--- src/rtl/tmr_pkg.sv ---
package tmr_pkg;
  localparam int NPRE   = 5;      // prescale steps /4 .. /1024
  localparam int DATA_W = 32;

  localparam logic [1:0] SZ_BYTE = 2'd0;
  localparam logic [1:0] SZ_WORD = 2'd1;

  function automatic logic [3:0] lane_mask(input logic [1:0] size, input logic [1:0] lo);
    case (size)
      SZ_BYTE: lane_mask = 4'b0001 << lo;
      SZ_WORD: lane_mask = lo[1] ? 4'b1100 : 4'b0011;
      default: lane_mask = 4'b1111;
    endcase
  endfunction

  function automatic logic [DATA_W-1:0] merge(input logic [DATA_W-1:0] old_v,
                                              input logic [DATA_W-1:0] new_v,
                                              input logic [3:0] be);
    logic [DATA_W-1:0] m;
    for (int b = 0; b < 4; b++) m[b*8 +: 8] = {8{be[b]}};
    merge = (old_v & ~m) | (new_v & m);
  endfunction
endpackage

--- src/rtl/tmr_prescaler.sv ---
module tmr_prescaler #(
  parameter int NPRE = tmr_pkg::NPRE
) (
  input  logic            clk_i,
  input  logic            rst_ni,
  output logic [NPRE-1:0] tick_o
);
  localparam int PW = 2 * NPRE;
  logic [PW-1:0] div_q;

  always_ff @(posedge clk_i or negedge rst_ni)
    if (!rst_ni) div_q <= '0;
    else         div_q <= div_q + 1'b1;

  // step k fires once every 4^(k+1) clocks
  for (genvar k = 0; k < NPRE; k++) begin : g_tick
    assign tick_o[k] = &div_q[2*k+1:0];
    if (k > 0) begin : g_nest
      AST_TICK_NESTED: assert property (@(posedge clk_i) disable iff (!rst_ni)
        tick_o[k] |-> tick_o[k-1]);
    end
  end

  AST_TICK_GAP: assert property (@(posedge clk_i) disable iff (!rst_ni)
    tick_o[0] |=> !tick_o[0]);
endmodule

--- src/rtl/tmr_channel.sv ---
module tmr_channel
  import tmr_pkg::*;
#(
  parameter int NPRE  = tmr_pkg::NPRE,
  parameter int CNT_W = 32
) (
  input  logic             clk_i,
  input  logic             rst_ni,
  input  logic [NPRE-1:0]  tick_i,
  input  logic             run_i,
  input  logic [3:0]       be_i,
  input  logic [DATA_W-1:0] wdata_i,
  input  logic             const_we_i,
  input  logic             cnt_we_i,
  input  logic             ctrl_we_i,
  output logic [CNT_W-1:0] const_o,
  output logic [CNT_W-1:0] cnt_o,
  output logic [15:0]      ctrl_o,
  output logic             irq_o
);
  logic [CNT_W-1:0] const_q, cnt_q;
  logic [2:0]       tpsc_q;
  logic             ie_q, flag_q;
  logic             tick_sel, step, underflow, flag_clr;
  logic [DATA_W-1:0] const_w, cnt_w;

  always_comb begin
    tick_sel = 1'b0;
    for (int k = 0; k < NPRE; k++)
      if (tpsc_q == 3'(k)) tick_sel = tick_i[k];
  end

  assign const_w   = merge(DATA_W'(const_q), wdata_i, be_i);
  assign cnt_w     = merge(DATA_W'(cnt_q), wdata_i, be_i);
  assign step      = run_i && tick_sel && !cnt_we_i;
  assign underflow = step && (cnt_q == '0);
  assign flag_clr  = ctrl_we_i && be_i[1] && !wdata_i[8];

  always_ff @(posedge clk_i or negedge rst_ni) begin
    if (!rst_ni) begin
      const_q <= '0;
      cnt_q   <= '0;
      tpsc_q  <= '0;
      ie_q    <= 1'b0;
      flag_q  <= 1'b0;
    end else begin
      if (const_we_i) const_q <= CNT_W'(const_w);
      if (cnt_we_i)       cnt_q <= CNT_W'(cnt_w);
      else if (underflow) cnt_q <= const_q;
      else if (step)      cnt_q <= cnt_q - 1'b1;
      if (ctrl_we_i && be_i[0]) begin
        tpsc_q <= wdata_i[2:0];
        ie_q   <= wdata_i[5];
      end
      // set beats a same-cycle clear
      if (underflow)     flag_q <= 1'b1;
      else if (flag_clr) flag_q <= 1'b0;
    end
  end

  assign const_o = const_q;
  assign cnt_o   = cnt_q;
  assign ctrl_o  = {7'b0, flag_q, 2'b0, ie_q, 2'b0, tpsc_q};
  assign irq_o   = flag_q & ie_q;

  AST_RELOAD: assert property (@(posedge clk_i) disable iff (!rst_ni)
    (run_i && tick_sel && cnt_q == '0 && !cnt_we_i) |=> (cnt_q == $past(const_q) && flag_q));
  AST_HOLD_STOPPED: assert property (@(posedge clk_i) disable iff (!rst_ni)
    (!run_i && !cnt_we_i) |=> $stable(cnt_q));
  AST_HOLD_CODE: assert property (@(posedge clk_i) disable iff (!rst_ni)
    (tpsc_q > 3'(NPRE-1) && !cnt_we_i) |=> $stable(cnt_q));
  AST_FLAG_STICKY: assert property (@(posedge clk_i) disable iff (!rst_ni)
    (flag_q && !(ctrl_we_i && be_i[1] && !wdata_i[8])) |=> flag_q);
  AST_FLAG_ONLY_HW_SET: assert property (@(posedge clk_i) disable iff (!rst_ni)
    (!flag_q && !(run_i && tick_sel && cnt_q == '0)) |=> !flag_q);
endmodule

--- src/rtl/tmr_unit.sv ---
module tmr_unit
  import tmr_pkg::*;
#(
  parameter int NCH    = 3,
  parameter int CNT_W  = 32,
  parameter int ADDR_W = 6
) (
  input  logic              clk_i,
  input  logic              rst_ni,
  input  logic              req_i,
  input  logic              we_i,
  input  logic [ADDR_W-1:0] addr_i,
  input  logic [1:0]        size_i,
  input  logic [31:0]       wdata_i,
  output logic [31:0]       rdata_o,
  output logic [NCH-1:0]    irq_o
);
  localparam int WI_W = ADDR_W - 2;
  localparam int IDX_OCR = 0;
  localparam int IDX_STR = 1;
  localparam int IDX_CH0 = 2;   // 3 words per channel from here

  logic [WI_W-1:0] widx;
  logic [3:0]      be;
  logic            wr;
  logic [7:0]      ocr_q;
  logic [NCH-1:0]  start_q;
  logic [NPRE-1:0] tick;
  logic [CNT_W-1:0] ch_const [NCH];
  logic [CNT_W-1:0] ch_cnt   [NCH];
  logic [15:0]      ch_ctrl  [NCH];
  logic [31:0]     rd_mux;

  assign widx = addr_i[ADDR_W-1:2];
  assign be   = lane_mask(size_i, addr_i[1:0]);
  assign wr   = req_i && we_i;

  tmr_prescaler #(.NPRE(NPRE)) u_pre (
    .clk_i(clk_i), .rst_ni(rst_ni), .tick_o(tick)
  );

  for (genvar i = 0; i < NCH; i++) begin : g_ch
    tmr_channel #(.NPRE(NPRE), .CNT_W(CNT_W)) u_ch (
      .clk_i      (clk_i),
      .rst_ni     (rst_ni),
      .tick_i     (tick),
      .run_i      (start_q[i]),
      .be_i       (be),
      .wdata_i    (wdata_i),
      .const_we_i (wr && widx == WI_W'(IDX_CH0 + 3*i)),
      .cnt_we_i   (wr && widx == WI_W'(IDX_CH0 + 3*i + 1)),
      .ctrl_we_i  (wr && widx == WI_W'(IDX_CH0 + 3*i + 2)),
      .const_o    (ch_const[i]),
      .cnt_o      (ch_cnt[i]),
      .ctrl_o     (ch_ctrl[i]),
      .irq_o      (irq_o[i])
    );
  end

  always_ff @(posedge clk_i or negedge rst_ni) begin
    if (!rst_ni) begin
      ocr_q   <= '0;
      start_q <= '0;
    end else if (wr && be[0]) begin
      if (widx == WI_W'(IDX_OCR)) ocr_q   <= wdata_i[7:0];
      if (widx == WI_W'(IDX_STR)) start_q <= wdata_i[NCH-1:0];
    end
  end

  always_comb begin
    rd_mux = '0;
    if (widx == WI_W'(IDX_OCR)) rd_mux = 32'(ocr_q);
    if (widx == WI_W'(IDX_STR)) rd_mux = 32'(start_q);
    for (int i = 0; i < NCH; i++) begin
      if (widx == WI_W'(IDX_CH0 + 3*i))     rd_mux = 32'(ch_const[i]);
      if (widx == WI_W'(IDX_CH0 + 3*i + 1)) rd_mux = 32'(ch_cnt[i]);
      if (widx == WI_W'(IDX_CH0 + 3*i + 2)) rd_mux = 32'(ch_ctrl[i]);
    end
  end

  always_ff @(posedge clk_i or negedge rst_ni)
    if (!rst_ni)               rdata_o <= '0;
    else if (req_i && !we_i)   rdata_o <= rd_mux;

  AST_RDATA_HELD: assert property (@(posedge clk_i) disable iff (!rst_ni)
    !(req_i && !we_i) |=> $stable(rdata_o));
  AST_IRQ_NEEDS_START_OR_HELD: assert property (@(posedge clk_i) disable iff (!rst_ni)
    (start_q == '0 && !wr) |=> !$rose(|irq_o));
endmodule

--- config.mk ---
export PLATFORM = sky130hd
export DESIGN_NAME = tmr_unit
export DESIGN_NICKNAME = d
export VERILOG_FILES = /design/src/rtl/tmr_pkg.sv /design/src/rtl/tmr_prescaler.sv /design/src/rtl/tmr_channel.sv /design/src/rtl/tmr_unit.sv
export SDC_FILE = /design/constraint.sdc
export NUM_CORES = 1
export LEC_CHECK = 0
export BUFFER_PORTS_ARGS = -buffer_cell sky130_fd_sc_hd__buf_2
export CAP_MARGIN = 10
export CORE_MARGIN = 2
export CORE_UTILIZATION = 55
export CTS_CLUSTER_SIZE = 30
export DETAILED_ROUTE_END_ITERATION = 10
export PLACE_DENSITY = 0.77
export SYNTH_ARGS = -nofsm -noshare
export SYNTH_HDL_FRONTEND = slang
export SYNTH_SLANG_ARGS = --single-unit
--- constraint.sdc ---
create_clock -name clk_i -period 3.46 [get_ports clk_i]
set_clock_uncertainty 0.15 [all_clocks]
set_input_delay 0.692 -clock clk_i [delete_from_list [all_inputs] [get_ports clk_i]]
set_output_delay 0.692 -clock clk_i [all_outputs]
set_load 0.02 [all_outputs]
==> metrics.md <==
| Metric | Value |
|---|---|
| Netlist Area Pre-Place | `14900 um^2` |
| Final setup violation count | `0` |
| Top_reg_cell synth | `sky130_fd_sc_hd__dfrtp_1` |
| Number of global-route vias before repair | `13500` |
| Ordered cell list for the critical path | `or4_1, or4_1, or4_2, buf_4, o211ai_1, nand2_1, a221o_1` |
| Number of warnings printed during yosys synthesis | `0` |
| Outcome | `completed` |
| Least-Margin Pin Slew | `1.15 ns` |
| Placeable core region | `26700 um^2` |
| Final core utilization | `63.9%` |
| Last weighted congestion value of the routability-driven placer | `0.979` |
| Final total negative setup slack | `0 ns` |
| Most repeated library cell on the critical path | `sky130_fd_sc_hd__or4_1` |
| Maximum cell stage delay along the critical path | `0.64 ns` |
| Arrival time at the worst endpoint | `3.55 ns` |
| Distinct cell type count after synthesis | `74` |
| Worst slew margin relative to its limit | `21.5%` |
| Max frequency | `0.307 GHz` |
| Final hold viol count | `0` |
| Effective utilization at floorplan | `55.7%` |
| Clock period minus worst slack | `3.25 ns` |
| Die area | `28400 um^2` |
| Total gr overflow | `0` |
| Slowest library cell on the worst path | `sky130_fd_sc_hd__or4_2` |
| Net count after synthesis | `1572` |
| Sequential area share after synthesis | `43.7%` |
| Total vias in the final route | `13900` |
| Worst reg-to-reg path cell count | `7` |
| Pin count of the biggest net entering global routing | `64` |
| Total global-route track usage | `35.9%` |
| Number of antenna violations at the first check in global routing | `0` |
| Routed wire length per instance | `25.7 um` |
| Max_cap viols | `0` |
| Clk slew on worst S/H paths | `0.06 ns` |
| Crit share post-route | `94.0%` |
| Crit end category | `register` |
| P_leak | `7.23 nW` |
| Post-DP HPWL | `37200 um` |
| Maximum fanout encountered on the critical timing path | `28` |
| Slack of the worst reg-to-reg path | `0.21 ns` |
| I/O pin cnt | `79` |
| Count of input and output buffers | `78` |
| Post-synth ARST share | `100%` |
| Clock tree root driver cell | `sky130_fd_sc_hd__clkbuf_16` |
| Post-Synthesis Mean Instance Area | `9.78 um^2` |
| Clock insertion delay at the later pin of the skew report | `0.57 ns` |
| Post-Place Worst Slack | `0.193 ns` |
| Share of post-route cells with drive strength above 1 | `22.8%` |
| Clock tree from TritonCTS | `yes` |
| Number of buffers between clock root and the deepest sink | `3` |
| Worst endpoint required time | `3.75 ns` |
| Count of cell instances traversed by the critical path | `7` |
| Remaining antenna violation count | `0` |
| Number of vias per cell after detailed routing | `7.02` |
| Count of buffer and inverter cells on the critical path | `1` |
| Nature of the critical path startpoint | `register` |
| Post CTS Setup Buffer Count | `0` |
| Number of CTS-inserted buffers | `29` |
| Post-synth top area share | `43.7%` |
| Placement Rows | `60` |
| Count of flip-flops with a built-in enable after synthesis | `0` |
| Worst setup margin | `0.207 ns` |
| # clock sinks | `260` |
| Critical setup path kind | `reg2reg` |
| Multi-input combinational cell area | `7930 um^2` |
| Post-synthesis instance total | `1521` |
| Sequential cell area | `6510 um^2` |
| Cell family with most CP delay | `simple AND/OR/NAND/NOR gates` |
| RSZ-0062 raised after global routing | `false` |
| Cell area power density | `617 nW/um^2` |
| Initial DRC count | `1506` |
| Top post-synthesis cells by area | `sky130_fd_sc_hd__dfrtp_1 44%, sky130_fd_sc_hd__mux2_2 9.2%, sky130_fd_sc_hd__a22oi_1 4.2%` |
| Worst hold path class | `reg2reg` |
| Number of nets in the finished design | `1672` |
| Area overhead of the layout relative to synthesis | `14.8%` |
| Horizontal die dimension | `168 um` |
| Pins Over Slew Limit | `0` |
| DRC Markers | `0` |
| Global-route wire length before repair | `79100 um` |
| Library cell with the largest summed area after synthesis | `sky130_fd_sc_hd__dfrtp_1` |
| Count of inserted antenna diode cells | `0` |
| Length of the first detailed-routing pass in iterations | `6` |
| WL final | `51000 um` |
| Maximum level of the CTS H-tree | `1` |
| Die extent in y | `168 um` |
| Fill cells | `2200` |
| Peak supply drop | `0.000399 V` |
| Number of synthesized register bits | `260` |
-- report_power, final --
| part | switching (mW) | leakage (nW) | total (mW) | internal (mW) |
|---|---|---|---|---|
| clock | 1.30 | 0.480 | 3.28 | 1.98 |
| combinational | 1.40 | 3.45 | 2.63 | 1.23 |
| sequential | 0.925 | 3.30 | 4.62 | 3.70 |
| total | 3.63 | 7.23 | 10.5 | 6.90 |
-- per-layer routing --
layer  wire length, um  vias to the layer above  global-route usage [%]
li1                  -                     6021                       -
met1             20500                     6867                    49.9
met2             22400                      853                    54.6
met3              6060                      167                    9.54
met4              2070                        0                    12.9
met5                 0                        -                       0
-- cell families after synthesis --
| kind of cell | share of synthesized area, % |
|---|---|
| AO/OA/AOI/OAI | 22.1 |
| XOR/XNOR | 3.41 |
| adder cells (fa/ha/maj) | 0.589 |
| buffers and inverters | 3.41 |
| flip-flops | 43.7 |
| multiplexers | 10.6 |
| AND/OR/NAND/NOR | 16.1 |
-- layout make-up --
type / count / area share [%]
Clock buffer: 42 / 4.95
Clock inverter: 9 / 0.916
Inverter: 24 / 0.528
Multi-Input combinational cell: 1138 / 46.5
Sequential cell: 260 / 38.1
Tap cell: 341 / 2.50
Timing Repair Buffer: 168 / 6.54
-- repair_timing --
action / CTS / global route
hold buffers: 1 / 0
endpoints found under the hold margin: 57 / 0
resized for setup: 0 / 0
-- placed cells by master, fill, tap and decap left out, types with 10 or more instances in the layout --
master,instances
sky130_fd_sc_hd__or4_1,18
sky130_fd_sc_hd__a21oi_1,45
sky130_fd_sc_hd__mux2i_1,15
sky130_fd_sc_hd__buf_4,86
sky130_fd_sc_hd__nand2b_1,10
sky130_fd_sc_hd__nor2_1,144
sky130_fd_sc_hd__buf_2,77
sky130_fd_sc_hd__a211oi_1,30
sky130_fd_sc_hd__nor3_1,36
sky130_fd_sc_hd__nor4_1,30
sky130_fd_sc_hd__a22oi_1,83
sky130_fd_sc_hd__o22ai_1,20
sky130_fd_sc_hd__dfrtp_1,260
sky130_fd_sc_hd__nand3_1,34
sky130_fd_sc_hd__a221o_1,29
sky130_fd_sc_hd__a41oi_1,23
sky130_fd_sc_hd__inv_1,24
sky130_fd_sc_hd__clkbuf_16,29
sky130_fd_sc_hd__a21o_1,10
sky130_fd_sc_hd__mux2_2,121
sky130_fd_sc_hd__or3_1,22
sky130_fd_sc_hd__nand4_1,12
sky130_fd_sc_hd__a31oi_1,15
sky130_fd_sc_hd__nand2_1,120
sky130_fd_sc_hd__a22o_1,14
sky130_fd_sc_hd__o41ai_1,12
sky130_fd_sc_hd__xor2_1,16
sky130_fd_sc_hd__xnor2_1,42
sky130_fd_sc_hd__o211ai_1,17
sky130_fd_sc_hd__o21ai_0,70
sky130_fd_sc_hd__o31ai_1,11
-- worst register-to-register path, stage by stage (launching register included) --
cell and delay (ns):
sky130_fd_sc_hd__dfrtp_1 0.43, sky130_fd_sc_hd__or4_1 0.57, sky130_fd_sc_hd__or4_1 0.48, sky130_fd_sc_hd__or4_2 0.65, sky130_fd_sc_hd__buf_4 0.26, sky130_fd_sc_hd__o211ai_1 0.24, sky130_fd_sc_hd__nand2_1 0.08, sky130_fd_sc_hd__a221o_1 0.29
-- stage by stage --
stage          std cells  cell area, um^2  hold slack (ns)  power, mW
2_1_floorplan       1521            14900            0.246       6.18
3_3_place_gp        1930            16100            0.299       7.09
3_5_place_dp        1930            16100            0.305       7.19
4_1_cts             1982            17100            0.307       10.5
5_1_grt             1982            17100            0.326       11.0
6_report            1982            17100            0.318       10.5
-- synthesized netlist by cell type (15+ instances only) --
library cell	n
sky130_fd_sc_hd__o211ai_1	17
sky130_fd_sc_hd__o21ai_0	70
sky130_fd_sc_hd__a211oi_1	30
sky130_fd_sc_hd__xor2_1	16
sky130_fd_sc_hd__a22oi_1	83
sky130_fd_sc_hd__nand3_1	34
sky130_fd_sc_hd__clkbuf_1	79
sky130_fd_sc_hd__or3_1	22
sky130_fd_sc_hd__mux2i_1	15
sky130_fd_sc_hd__o22ai_1	20
sky130_fd_sc_hd__xnor2_1	42
sky130_fd_sc_hd__nor2_1	146
sky130_fd_sc_hd__or4_1	19
sky130_fd_sc_hd__a41oi_1	23
sky130_fd_sc_hd__nand2_1	120
sky130_fd_sc_hd__a21oi_1	45
sky130_fd_sc_hd__nor3_1	37
sky130_fd_sc_hd__a221o_1	29
sky130_fd_sc_hd__mux2_2	121
sky130_fd_sc_hd__nor4_1	31
sky130_fd_sc_hd__inv_1	24
sky130_fd_sc_hd__a31oi_1	15
sky130_fd_sc_hd__dfrtp_1	260
-- worst min-delay path by stage --
stage | startpoint | endpoint | slack, ns | cells past startpoint
finish | rdata_o[7] | rdata_o[7] | 0.32 | 2
global route | wdata_i[17] | register | 0.33 | 2
CTS | wdata_i[17] | register | 0.31 | 2
detailed placement | rdata_o[7] | rdata_o[7] | 0.30 | 2
global placement | rdata_o[3] | rdata_o[3] | 0.30 | 2
floorplan | rst_ni | async pin | 0.25 | 0
(Power assumes the default switching activity.)
